### src/rtl/sq_pkg.sv
package sq_pkg;
  typedef enum logic [1:0] {
    ST_IDLE  = 2'd0,
    ST_W2    = 2'd1,
    ST_W3    = 2'd2,
    ST_VALID = 2'd3
  } sq_state_e;

  // flag bit positions inside the synchronized vector
  localparam int F_PH = 0;
  localparam int F_NH = 1;
  localparam int F_PL = 2;
  localparam int F_NL = 3;
  localparam int NFLAG = 4;
endpackage

### src/rtl/sq_sync.sv
module sq_sync #(
  parameter int W      = 4,
  parameter int STAGES = 2
) (
  input  logic         clk,
  input  logic         rst_n,
  input  logic [W-1:0] d_async,
  output logic [W-1:0] rise
);
  logic [W-1:0] stg [STAGES];
  logic [W-1:0] prev_q;

  generate
    for (genvar i = 0; i < STAGES; i++) begin : g_stage
      if (i == 0) begin : g_first
        always_ff @(posedge clk or negedge rst_n) begin
          if (!rst_n) stg[0] <= '0;
          else        stg[0] <= d_async;
        end
      end else begin : g_next
        always_ff @(posedge clk or negedge rst_n) begin
          if (!rst_n) stg[i] <= '0;
          else        stg[i] <= stg[i-1];
        end
      end
    end
  endgenerate

  always_ff @(posedge clk or negedge rst_n) begin
    if (!rst_n) prev_q <= '0;
    else        prev_q <= stg[STAGES-1];
  end

  assign rise = stg[STAGES-1] & ~prev_q;
endmodule

### src/rtl/sq_timer.sv
module sq_timer #(
  parameter int WIN = 15,
  localparam int CW = (WIN > 2) ? $clog2(WIN) : 1
) (
  input  logic          clk,
  input  logic          rst_n,
  input  logic          run,
  input  logic          restart,
  input  logic          expire,
  output logic [CW-1:0] cnt
);
  logic [CW-1:0] cnt_nxt;
  logic          cnt_en;

  assign cnt_en = run & ~restart & ~expire;

  always_comb begin
    cnt_nxt = cnt;
    if (!run || restart || expire) cnt_nxt = '0;
    else if (cnt_en)               cnt_nxt = cnt + 1'b1;
  end

  always_ff @(posedge clk or negedge rst_n) begin
    if (!rst_n) cnt <= '0;
    else        cnt <= cnt_nxt;
  end
endmodule

### src/rtl/sq_fsm.sv
module sq_fsm
  import sq_pkg::*;
(
  input  logic             clk,
  input  logic             rst_n,
  input  logic [NFLAG-1:0] rise,
  input  logic             expire,
  output sq_state_e        st,
  output logic             restart,
  output logic             dv,
  output logic             thr,
  output logic             eop
);
  sq_state_e nxt;
  logic      pol_q, pol_nxt;   // 0: started positive, 1: started negative
  logic      eop_nxt;
  logic      opp_x, orig_x, low_x;

  assign opp_x  = pol_q ? rise[F_PH] : rise[F_NH];
  assign orig_x = pol_q ? rise[F_NH] : rise[F_PH];
  assign low_x  = rise[F_PL] | rise[F_NL];

  always_comb begin
    nxt     = st;
    pol_nxt = pol_q;
    restart = 1'b0;
    eop_nxt = 1'b0;
    unique case (st)
      ST_IDLE: begin
        if (rise[F_PH])      begin nxt = ST_W2; pol_nxt = 1'b0; end
        else if (rise[F_NH]) begin nxt = ST_W2; pol_nxt = 1'b1; end
      end
      ST_W2: begin
        if (opp_x)       begin nxt = ST_W3; restart = 1'b1; end
        else if (expire) nxt = ST_IDLE;
      end
      ST_W3: begin
        if (orig_x)      begin nxt = ST_VALID; restart = 1'b1; end
        else if (expire) nxt = ST_IDLE;
      end
      ST_VALID: begin
        if (low_x)       restart = 1'b1;
        else if (expire) begin nxt = ST_IDLE; eop_nxt = 1'b1; end
      end
      default: nxt = ST_IDLE;
    endcase
  end

  always_ff @(posedge clk or negedge rst_n) begin
    if (!rst_n) begin
      st    <= ST_IDLE;
      pol_q <= 1'b0;
      dv    <= 1'b0;
      thr   <= 1'b0;
      eop   <= 1'b0;
    end else begin
      st    <= nxt;
      pol_q <= pol_nxt;
      dv    <= (nxt == ST_VALID);
      thr   <= (nxt == ST_VALID);
      eop   <= eop_nxt;
    end
  end
endmodule

### src/rtl/sq_qualifier.sv
module sq_qualifier
  import sq_pkg::*;
#(
  parameter int WIN         = 15,
  parameter int SYNC_STAGES = 2,
  localparam int CW = (WIN > 2) ? $clog2(WIN) : 1
) (
  input  logic clk,
  input  logic rst_n,
  input  logic cmp_pos_hi,
  input  logic cmp_neg_hi,
  input  logic cmp_pos_lo,
  input  logic cmp_neg_lo,
  output logic thr_reduced,
  output logic data_valid,
  output logic eop
);
  logic [NFLAG-1:0] raw, rise;
  sq_state_e        st;
  logic [CW-1:0]    cnt;
  logic             run, restart, expire;

  always_comb begin
    raw       = '0;
    raw[F_PH] = cmp_pos_hi;
    raw[F_NH] = cmp_neg_hi;
    raw[F_PL] = cmp_pos_lo;
    raw[F_NL] = cmp_neg_lo;
  end

  sq_sync #(.W(NFLAG), .STAGES(SYNC_STAGES)) u_sync (
    .clk(clk), .rst_n(rst_n), .d_async(raw), .rise(rise)
  );

  assign run    = (st != ST_IDLE);
  assign expire = run && (cnt == CW'(WIN - 1));

  sq_timer #(.WIN(WIN)) u_timer (
    .clk(clk), .rst_n(rst_n), .run(run), .restart(restart),
    .expire(expire), .cnt(cnt)
  );

  sq_fsm u_fsm (
    .clk(clk), .rst_n(rst_n), .rise(rise), .expire(expire),
    .st(st), .restart(restart), .dv(data_valid), .thr(thr_reduced), .eop(eop)
  );
endmodule

### config.mk
export PLATFORM = sky130hd
export DESIGN_NAME = sq_qualifier
export DESIGN_NICKNAME = d
export VERILOG_FILES = /design/src/rtl/sq_pkg.sv /design/src/rtl/sq_sync.sv /design/src/rtl/sq_timer.sv /design/src/rtl/sq_fsm.sv /design/src/rtl/sq_qualifier.sv
export SDC_FILE = /design/constraint.sdc
export NUM_CORES = 1
export LEC_CHECK = 0
export ABC_CLOCK_PERIOD_IN_PS = 1300
export BUFFER_PORTS_ARGS = -buffer_cell sky130_fd_sc_hd__buf_4
export CAP_MARGIN = 20
export CORE_MARGIN = 1
export CORE_UTILIZATION = 45
export CTS_CLUSTER_DIAMETER = 100
export DETAILED_ROUTE_END_ITERATION = 8
export GPL_ROUTABILITY_DRIVEN = 1
export PLACE_DENSITY = 0.77
export SYNTH_ARGS = -nofsm -noshare
export SYNTH_HDL_FRONTEND = slang
export SYNTH_SLANG_ARGS = --single-unit
### constraint.sdc
create_clock -name clk -period 1.3 [get_ports clk]
set_clock_uncertainty 0.05 [all_clocks]
set_input_delay 0.065 -clock clk [delete_from_list [all_inputs] [get_ports clk]]
set_output_delay 0.065 -clock clk [all_outputs]
set_load 0.005 [all_outputs]
==> out/summary.md <==
For the worst-skew pair, the clock arrives at the later sink with an insertion delay of 0.29 ns. The library cell contributing the largest single delay on the critical path is sky130_fd_sc_hd__dfrtp_1. Summing all multi-input logic gate instances after layout gives 279 um^2.

For the met3 usage, the log shows 3.67%. Class of the tightest hold or removal check: in -> async. The overall die area is 0.00195 mm^2, and the die span in x is 44.2 um. Counting tap cells, the placed design contains a total of 87 instances. Of all nets on the critical path, the largest fanout is 4. The tools report the final-stage net count as 92. The port buffer count works out to 8. The checks that failed: negative setup slack. The relative slew slack is 83.2%.

The half-perimeter wire length after detailed placement is 834 um, and the count of warnings emitted by yosys is 0. The clock-pin slew on the worst setup and hold paths is 0.11 ns, and the aggregate global-route resource usage is 14.5%. The post-synthesis register bit count is 21, and the sequential cell area is 526 um^2. Max-cap violations in this run came to 0. Setup violations remaining at the end of the flow were counted as 6. In the final layout, the share of cells above drive strength 1 is 41.0%. Entering global routing, the biggest net connects 22 pins. Counting I/O delays and the setup requirement, the final critical path takes 1.42 ns.

Detail-routed via count per cell: 5.13. The number of unique standard cell types used by synthesis was 24; the H-tree depth was 1. The first global-routing pass estimated 1.99 mm of wire. Number of hold violations in the final report: 0. The worst setup path is of the reg -> reg kind. In this run the clock root is driven by a sky130_fd_sc_hd__clkbuf_4. The run gives 489 as the number of global-route vias before repair. The pin slew with the least headroom to its limit was 0.251 ns. Among cell families on the critical path, the largest total delay comes from compound AO/OA/AOI/OAI gates. The largest stage delay on the critical path was 0.40 ns; the number of clock sinks was 21.

The critical path contains buffers and inverters numbering 0 combined. Setup repair after global routing could not meet its margin everywhere. The logs give 0 for the number of antenna repair diodes and 0.479 nW for the leakage dissipation. The average size of a mapped cell works out to 13.8 um^2.

For the worst setup path, the data arrival time is 1.57 ns. Synthesis produced 58 cells. The worst setup path is captured at a flip-flop.

The number of max-slew violations in the final report is 0, and the placer congestion estimate is 0.731. After detailed routing, the average wire length per cell comes to 12.5 um. The setup slack after layout is -0.117 ns, and the count of routing violations after the opening detailed-route iteration is 6. TritonCTS built the clock tree. The final critical-path share of the clock period was 109%.

Summed over all layers, the global routing overflow is 0. Across the VDD grid, the largest voltage drop is 0.814 mV. The slack of the worst reg-to-reg path was -0.12 ns. The number of nets handed over by synthesis was 66. The initial antenna violation count came out at 0.

The total length of routed wires is 1.24 mm, and the total I/O pin count is 9. The effective utilization at floorplan was 50.9%; the row count was 14. In the global route stage, met2 resource usage came out at 25.0%. Busiest layer in global routing: met2. The clock passes through at most 2 buffers.

Derived from the worst setup path, the maximum achievable clock frequency is 706 MHz. The layout has 129 filler cells. The die boundary height was 44.2 um; the number of routed nets with antenna violations was 0. Ratio of total power to cell area: 1250 mW/mm^2.

The post-place setup slack was -0.138 ns. Before antenna repair, the detailed router went through 6 iterations. After synthesis, flip-flops and latches occupy 65.5% of the total area. For the worst setup path, the data required time is 1.46 ns. Startpoint type of the worst setup path: a flip-flop. The total DRC errors in the routed layout came out at 0. The floorplan step defined a core boundary enclosing 0.00158 mm^2. Detailed routing inserted a total of 508 vias.

The signed area change from the synthesized netlist to the final layout works out to 31.0%. The flow ran to the end, but the final reports show violations. Global routing used 17.5% of the available met1 tracks.

Summing every instance area after synthesis gives 802 um^2. Excluding fillers, the count of instances in the completed layout stands at 99. Walking the worst path, the cells encountered are nor3b_1 > a211o_1 > o221a_4 > nor3_2. The number of clock buffers inserted by TritonCTS is 3.
==> where the power goes <==
group	total, mW	switching (mW)	internal, mW	leakage, nW
sequential	0.775	0.0575	0.717	0.245
clock	0.293	0.174	0.119	0.0150
combinational	0.250	0.100	0.149	0.219
==> area by class of cell <==
cell class                 instances  share of cell area [%]
clock buffer                       4                    2.50
inverter                           2                   0.714
multi-input combinational         32                    26.5
sequential                        21                    50.0
tap                               16                    1.90
timing repair buffer              24                    18.3
==> metrics by stage <==
stage | power, mW | hold WS, ns | TNS (ns) | instance area (um^2) | util, %
2_1_floorplan | 0.896 | -0.281 | -0.180 | 806 | -
3_3_place_gp | 0.977 | -0.0956 | -0.220 | 923 | 58.6
3_5_place_dp | 0.981 | -0.0923 | -0.431 | 923 | 58.6
4_1_cts | 1.30 | 0.119 | -0.440 | 1030 | 65.1
5_1_grt | 1.40 | 0.128 | -0.666 | 1050 | 66.7
6_report | 1.32 | 0.115 | -0.366 | 1050 | 66.7
==> timing repair <==
action | CTS | global route
setup buffers | 3 | 1
cloned | 0 | 0
endpoints found under the setup margin | 6 | 7
resized for setup | 1 | 6
endpoints found under the hold margin | 25 | 0
hold buffers | 5 | 0
pin swaps | 4 | 5
==> routing by layer <==
layer | part of all wire, % | vias up
met2 | 50 | 13
li1 | - | 251
met3 | 3.5 | 0
met4 | 0 | 0
met5 | 0 | -
met1 | 46 | 244
==> state kept, by name, summed over array words and instances, names as in the netlist <==
signal / cells
u_fsm.dv: 1
u_timer.cnt: 4
u_fsm.st: 2
u_fsm.eop: 1
u_sync.prev_q: 4
u_sync.stg: 8
u_fsm.pol_q: 1
==> worst paths after layout <==
check	startpoint	cells after the start	endpoint
setup / recovery	u_sync.stg[0]	4	u_timer.cnt[3]
hold / removal	rst_n	2	u_timer.cnt[1]
setup reg to reg	u_sync.stg[0]	4	u_timer.cnt[3]
hold reg to reg	u_sync.stg[5]	0	u_sync.stg[1]
max in group asynchronous	rst_n	2	u_sync.stg[0]
min in group clk	u_sync.stg[5]	0	u_sync.stg[1]
==> cells in the mapped netlist, drive strengths merged <==
cell / instances / area, um^2
nor2b: 2 / 20.0
o221a: 1 / 20.0
o21a: 1 / 7.51
inv: 2 / 7.51
nor2: 2 / 7.51
a21oi: 4 / 20.0
mux2: 1 / 11.3
dfrtp: 21 / 526
nor3b: 1 / 7.51
xnor2: 1 / 8.76
a211o: 1 / 8.76
nor3: 4 / 40.0
nand2: 2 / 7.51
and3: 2 / 12.5
buf: 2 / 15.0
o21bai: 1 / 7.51
nand2b: 2 / 12.5
ha: 2 / 25.0
clkbuf: 1 / 3.75
o31ai: 1 / 7.51
xor2: 1 / 8.76
nand3: 1 / 5.00
nand4: 2 / 12.5
==> cell families (layout without fill, tap and decap cells) <==
kind of cell / Yosys count / after routing / share of synthesized area (%)
compound gates: 9 / 9 / 8.89
fa+ha+maj: 2 / 2 / 3.12
xor+xnor: 2 / 2 / 2.18
mux: 1 / 1 / 1.40
buf+inv: 5 / 30 / 3.28
simple gates: 18 / 18 / 15.6
flops: 21 / 21 / 65.5
==> placed cells by master, fill, tap and decap left out, drive strengths merged <==
cell         instances
mux2                 1
dlygate4sd3          5
xnor2                1
nand4                2
inv                  2
nand2b               2
a21oi                4
nor2                 2
a211o                1
xor2                 1
dfrtp               21
clkbuf               4
o21a                 1
and3                 2
o221a                1
nor2b                2
ha                   2
nand3                1
nor3b                1
o31ai                1
o21bai               1
buf                 19
nor3                 4
nand2                2
(Power assumes the default switching activity.)
